### config.mk
export PLATFORM = sky130hd
export DESIGN_NAME = pwm_fault_guard
export DESIGN_NICKNAME = d
export VERILOG_FILES = /design/src/rtl/pwmf_pkg.sv /design/src/rtl/pwmf_sync.sv /design/src/rtl/pwmf_flag.sv /design/src/rtl/pwmf_trip.sv /design/src/rtl/pwm_fault_guard.sv
export SDC_FILE = /design/constraint.sdc
export NUM_CORES = 1
export LEC_CHECK = 0
export BUFFER_PORTS_ARGS = -buffer_cell sky130_fd_sc_hd__buf_2
export CORE_AREA = 10 10 47 49
export CTS_BUF_LIST = sky130_fd_sc_hd__clkbuf_8
export DETAILED_ROUTE_END_ITERATION = 8
export DIE_AREA = 0 0 57 59
export PLACE_DENSITY_LB_ADDON = 0.15
export SLEW_MARGIN = 20
export SYNTH_ARGS = -nofsm -noshare
export SYNTH_HDL_FRONTEND = slang
export SYNTH_SLANG_ARGS = --single-unit
### constraint.sdc
create_clock -name clk -period 1.8 [get_ports clk]
set_input_delay 0.18 -clock clk [delete_from_list [all_inputs] [get_ports clk]]
set_output_delay 0.18 -clock clk [all_outputs]
set_load 0.03 [all_outputs]
### src/rtl/pwmf_pkg.sv
package pwmf_pkg;
  typedef enum logic [1:0] {
    ST_RUN   = 2'd0,
    ST_FAULT = 2'd1,
    ST_ARMED = 2'd2
  } trip_state_t;
endpackage

### src/rtl/pwmf_sync.sv
module pwmf_sync #(
  parameter int STAGES = 2
) (
  input  logic clk,
  input  logic rst,
  input  logic din,
  output logic level,
  output logic rise
);
  logic [STAGES-1:0] chain_q;
  logic              prev_q;

  always_ff @(posedge clk) begin
    if (rst) begin
      chain_q <= '0;
      prev_q  <= 1'b0;
    end else begin
      chain_q <= {chain_q[STAGES-2:0], din};
      prev_q  <= chain_q[STAGES-1];
    end
  end

  assign level = chain_q[STAGES-1];
  assign rise  = chain_q[STAGES-1] & ~prev_q;
endmodule

### src/rtl/pwmf_flag.sv
module pwmf_flag (
  input  logic clk,
  input  logic rst,
  input  logic enable,
  input  logic rise,
  input  logic ack,
  output logic flag
);
  always_ff @(posedge clk) begin
    if (rst)                flag <= 1'b0;
    else if (enable && rise) flag <= 1'b1;
    else if (ack)           flag <= 1'b0;
  end

  // the flag holds until an acknowledge
  p_sticky_r4: assert property (@(posedge clk) disable iff (rst)
    flag && !ack |=> flag);
  // a rising edge wins over a same-cycle acknowledge
  p_set_wins_r5: assert property (@(posedge clk) disable iff (rst)
    enable && rise |=> flag);
endmodule

### src/rtl/pwmf_trip.sv
module pwmf_trip
  import pwmf_pkg::*;
(
  input  logic        clk,
  input  logic        rst,
  input  logic        enable,
  input  logic        auto_mode,
  input  logic        level,
  input  logic        ack,
  input  logic        cycle_start,
  output trip_state_t state
);
  trip_state_t nxt;

  always_comb begin
    nxt = state;
    if (!enable) begin
      nxt = ST_RUN;
    end else if (level) begin
      nxt = ST_FAULT;
    end else begin
      case (state)
        ST_FAULT: begin
          if (auto_mode) begin
            if (cycle_start) nxt = ST_RUN;
          end else if (ack) begin
            nxt = ST_ARMED;
          end
        end
        ST_ARMED: if (cycle_start) nxt = ST_RUN;
        default:  nxt = state;
      endcase
    end
  end

  always_ff @(posedge clk) begin
    if (rst) state <= ST_RUN;
    else     state <= nxt;
  end

  // a high level keeps the latch set whatever else happens
  p_hold_high_r8: assert property (@(posedge clk) disable iff (rst)
    enable && level |=> state == ST_FAULT);
  // release only happens on a cycle boundary
  p_cycle_only_r6: assert property (@(posedge clk) disable iff (rst)
    enable && state != ST_RUN && !cycle_start |=> state != ST_RUN);
  // manual mode never goes straight from fault to running
  p_manual_two_step_r9: assert property (@(posedge clk) disable iff (rst)
    enable && !auto_mode && state == ST_FAULT |=> state != ST_RUN);
endmodule

### src/rtl/pwm_fault_guard.sv
module pwm_fault_guard
  import pwmf_pkg::*;
#(
  parameter int NUM_PINS    = 2,
  parameter int SYNC_STAGES = 2,
  localparam int SEL_W      = (NUM_PINS > 1) ? $clog2(NUM_PINS) : 1
) (
  input  logic                clk,
  input  logic                rst,
  input  logic [NUM_PINS-1:0] fault_pins,
  input  logic [SEL_W-1:0]    pin_sel,
  input  logic                fault_en,
  input  logic                auto_mode,
  input  logic                ack,
  input  logic                irq_en,
  input  logic                cycle_start,
  output logic                pwm_disable,
  output logic                pin_level,
  output logic                event_flag,
  output logic                irq
);
  logic        raw_sel;
  logic        sync_level;
  logic        sync_rise;
  trip_state_t trip_state;

  assign raw_sel = fault_pins[pin_sel];

  pwmf_sync #(.STAGES(SYNC_STAGES)) u_sync (
    .clk   (clk),
    .rst   (rst),
    .din   (raw_sel),
    .level (sync_level),
    .rise  (sync_rise)
  );

  pwmf_flag u_flag (
    .clk    (clk),
    .rst    (rst),
    .enable (fault_en),
    .rise   (sync_rise),
    .ack    (ack),
    .flag   (event_flag)
  );

  pwmf_trip u_trip (
    .clk         (clk),
    .rst         (rst),
    .enable      (fault_en),
    .auto_mode   (auto_mode),
    .level       (sync_level),
    .ack         (ack),
    .cycle_start (cycle_start),
    .state       (trip_state)
  );

  assign pin_level   = sync_level;
  assign pwm_disable = fault_en & (raw_sel | (trip_state != ST_RUN));
  assign irq         = event_flag & irq_en;

  // a latched shutdown always reaches the output
  p_latch_blocks_r1: assert property (@(posedge clk) disable iff (rst)
    fault_en && trip_state != ST_RUN |-> pwm_disable);
endmodule

-- Word level (Yosys, flattened, before mapping)
Cells that the tools add are included.
- order comparisons: 1
- equality and inequality tests: 4
- muxes and demuxes: 9
- bitwise operators: 6
- reductions and logical operators: 9
- operators with widths (operator ; count):
    $mux W2 ; 3
    $reduce_bool A2 Y1 ; 3
    $mux W1 ; 5
    $ne A4 B4 Y1 const B ; 1
    $pmux W2 S2 ; 1
    $reduce_and A2 Y1 ; 2
    $and A1 B1 Y1 ; 3
    $ne A3 B3 Y1 const B ; 1
    $reduce_bool A3 Y1 ; 1
    $reduce_or A3 Y1 ; 1
    $eq A2 B1 Y1 const B ; 1
    $eq A2 B2 Y1 const B ; 1
    $lt A1 B2 Y1 const B ; 1
    $not A1 Y1 ; 2
    $reduce_or A2 Y1 ; 1
    $logic_and A1 B1 Y1 ; 1
    $or A1 B1 Y1 ; 1
- flip-flop bits (word level): 6
- input port bits: 10
- output and inout port bits: 4
- logic and storage cells: 34

-- Logic depth before layout (Yosys ltp)
- depth in word-level cells: 4
- mapped depth: 2
- depth with buffers taken out: 2

-- Hierarchy
A second synthesis with hierarchy kept.
- cells, all modules: 25
- area, all modules: 282.8 µm²
- modules (own cells, without submodules) (module ; times used ; cells each ; area each (µm²)):
    pwmf_trip ; 1 ; 11 ; 126.4
    pwmf_sync ; 1 ; 7 ; 87.6
    pwmf_flag ; 1 ; 4 ; 38.8
    pwm_fault_guard ; 1 ; 3 ; 30.0

-- Worst setup path before layout
OpenSTA, ideal clock, no wires.
- path type: register to output
- start: reg u_flag.flag
- end: out irq
- arrival: 0.846 ns
- setup slack: 0.774 ns
- cell stages (with the launch flop): 2
- path buffers: 0
- cells stage by stage: dfxtp_1 -> and2_1
- cells in the longest elaborated chain, start to end: 1
- RTL lines (element ; line ; RTL):
    start, declared ; pwmf_flag.sv:7 ; output logic flag
    start signal, assigned ; pwmf_flag.sv:10 ; if (rst) flag <= 1'b0;
    start signal, assigned ; pwmf_flag.sv:11 ; else if (enable && rise) flag <= 1'b1;
    start signal, assigned ; pwmf_flag.sv:12 ; else if (ack) flag <= 1'b0;
    $and A1 B1 Y1 ; pwm_fault_guard.sv:59 ; assign irq = event_flag & irq_en;
    end, declared ; pwm_fault_guard.sv:20 ; output logic irq
Every way passes these cells.

-- Final worst setup path
- start: reg u_trip.state[0]
- end: out pwm_disable
- cells in the longest elaborated chain, start to end: 3
- RTL lines (element ; line ; RTL):
    start, declared ; pwmf_trip.sv:11 ; output trip_state_t state
    start signal, assigned ; pwmf_trip.sv:38 ; else state <= nxt;
    $reduce_bool A2 Y1 ; pwm_fault_guard.sv:58 ; assign pwm_disable = fault_en & (raw_sel | (trip_state != ST_RUN));
    $or A1 B1 Y1 ; pwm_fault_guard.sv:58 ;
    $and A1 B1 Y1 ; pwm_fault_guard.sv:58 ;
    end, declared ; pwm_fault_guard.sv:17 ; output logic pwm_disable,
Every way passes these cells.

==> reports/metrics.yaml <==
clocking:
  post_cts_buffers: 0
  clk_path_buf_depth: 2
  holdBufCountCts: 0
  numCtsBuffers: 3
  cts.sinks: 6
  path_clk_slew_ns: 0.04
  htree_levels: 1
  clk_latency_ns: 0.22
  cts_tree: "built"
  cts_root_buf: "clkbuf_8"
  cts_resized: 0
yosys:
  synth-seq-area-share_pct: 46.4
  post_synth.cell_area_avg_um2: 10.8
  mappedNetlistNets: 34
  yosysTopAreaCellShare_pct: 46.4
  ys_ff_latch: 6
  synth_top_cell_by_area: "dfxtp_1"
  syn_area_um2: 259
  synthCells: 24
  ys_warn_count: 0
  synth.area.top_cells: "dfxtp_1, nor2b_1, a2111oi_2, mux2_4, nand3b_1"
  synth_cell_type_count: 14
detailed_routing:
  avgViaCountPerCell: 4.04
  wl_met1_um: 269
  wl_per_cell_um: 11.8
  dr_total_vias: 226
  routed-wl-met3_um: 84
  highest_layer: "met3"
  dr.first_iter.drc_count: 0
  wirelength_um: 662
  wl_met2_um: 309
  ant_nets: 0
  firstDrtPassIters: 1
  drc_errors: 0
die:
  initial_core_util_pct: 18.5
  num_rows: 14
  die_y_um: 59
  die_w_um: 57
  design.die.area_um2: 3360
  ioPinCount: 14
  design.core.area_um2: 1400
setup_path:
  crit_family: "flip-flops"
  worstPathRequired_ns: 1.62
  crit_arrival_ns: 1.00
  reg2regPathDepth: 2
  reg2reg_setup_slack_ns: 0.88
  cp_max_fo: 4
  crit_end: "pwm_disable"
  worst-path-buf-inv: 1
  startpoint_type: "flip-flop"
  path_class: "reg -> out"
  crit_chain: "o31a_1 -> buf_2"
  r2r-start: "u_trip.state[0]"
  timing.rr.end: "u_trip.state[1]"
  crit_start: "u_trip.state[0]"
  path_depth: 2
  crit_path_max_incr_delay_ns: 0.33
  endpoint_kind: "output port"
  cp_slowest_cell: "dfxtp_1"
timing:
  fin_skew_ns: 0.00227
  rsz0062_at_grt: "no"
  slew_violations: 0
  hold_violations: 0
  slew_headroom_pct: 84.3
  fmax_mhz: 848
  tns_ns: 0
  setup_violations: 0
  worst_pin_slew_ns: 0.235
  min_period_ns: 1.18
  min_period_over_period_pct: 65.5
layout:
  antennaDiodeCount: 0
  drive_gt1_share_pct: 50.0
  fillers: 160
  layout.nets: 52
  area_delta_synth_final_pct: 48.8
  final_util_pct: 27.5
status:
  outcome: "finished, final reports clean"
global_routing:
  grt_overflow: 0
  antenna_found_initial: 0
  grt_pass1_vias: 278
  grt_use_total_pct: 4.76
  grt_max_degree: 7
  grt_pass1_wl_mm: 1.20
placed_design:
  place.gp.congestion: 0.696
  io_buffers: 13
  hpwlAfterDp_um: 568
power_and_ir_drop:
  powerDensity_nw_per_um2: 975
  total_leakage_power_nw: 0.165
  ir_drop_uv: 665
worst_hold_path:
  hp-class: "in -> reg"
flow_run:
  maxCapViolations: 0
==> placed cells by master, fill, tap and decap left out <==
cell,instances
a2111oi_2,1
a211oi_2,1
a21oi_1,1
and2_1,1
buf_2,13
clkbuf_8,3
dfxtp_1,6
inv_1,1
mux2_2,1
mux2_4,1
nand2b_1,1
nand3b_1,2
nor2_1,2
nor2b_1,4
o31a_1,1
or2b_1,1
==> through the flow <==
stage	power, mW	area [um2]	setup slack (ns)	hold slack (ns)	instances
2_1_floorplan	0.165	259	0.774	0.249	24
5_1_grt	0.398	385	0.588	0.213	56
3_3_place_gp	0.182	344	0.640	0.411	53
4_1_cts	0.384	385	0.613	0.189	56
6_report	0.376	385	0.621	0.186	56
3_5_place_dp	0.183	344	0.629	0.420	53
==> logic make-up (layout without fill, tap and decap cells) <==
logic type / count (synthesis) / after routing / share of synthesized area [%]
AO/OA/AOI/OAI: 4 / 4 / 15.9
multiplexers: 2 / 2 / 10.1
buffers and inverters: 1 / 17 / 1.45
AND/OR/NAND/NOR: 11 / 11 / 26.1
flip-flops: 6 / 6 / 46.4
==> per-layer routing <==
metal,track usage [%],vias to the layer above
met4,1.01,0
li1,-,115
met3,5.36,0
met5,0,-
met1,3.69,98
met2,7.91,13
==> worst min-delay path by stage <==
stage | depth (start not counted) | from | endpoint
floorplan | 1 | rst | u_flag.flag
detailed placement | 2 | rst | u_flag.flag
finish | 2 | rst | u_flag.flag
CTS | 2 | rst | u_flag.flag
global placement | 2 | rst | u_flag.flag
global route | 2 | rst | u_flag.flag
==> where the power goes <==
part	leakage [nW]	internal [mW]	switching [mW]
sequential	0.0489	0.138	0.00274
combinational	0.0944	0.0198	0.0198
clock	0.0216	0.143	0.0523
==> synthesized netlist by cell type <==
master and n:
nand3b_1 2, a211oi_2 1, mux2_2 1, dfxtp_1 6, nand2b_1 1, inv_1 1, mux2_4 1, nor2_1 2
and2_1 1, nor2b_1 4, a2111oi_2 1, o31a_1 1, a21oi_1 1, or2b_1 1
==> cell type report <==
class | count | area, um2 | share of cell area, %
clock buffers | 3 | 41.3 | 10.7
inverters | 1 | 3.75 | 0.974
multi-input cells | 17 | 135 | 35.1
flip-flops and latches | 6 | 120 | 31.2
well taps | 16 | 20.0 | 5.19
repair buffers | 13 | 65.1 | 16.9
==> state kept, by name, summed over array words and instances (netlist names) <==
register        cells
u_sync.prev_q       1
u_trip.state        2
u_flag.flag         1
u_sync.chain_q      2
Power figures use the tool's default switching activity.
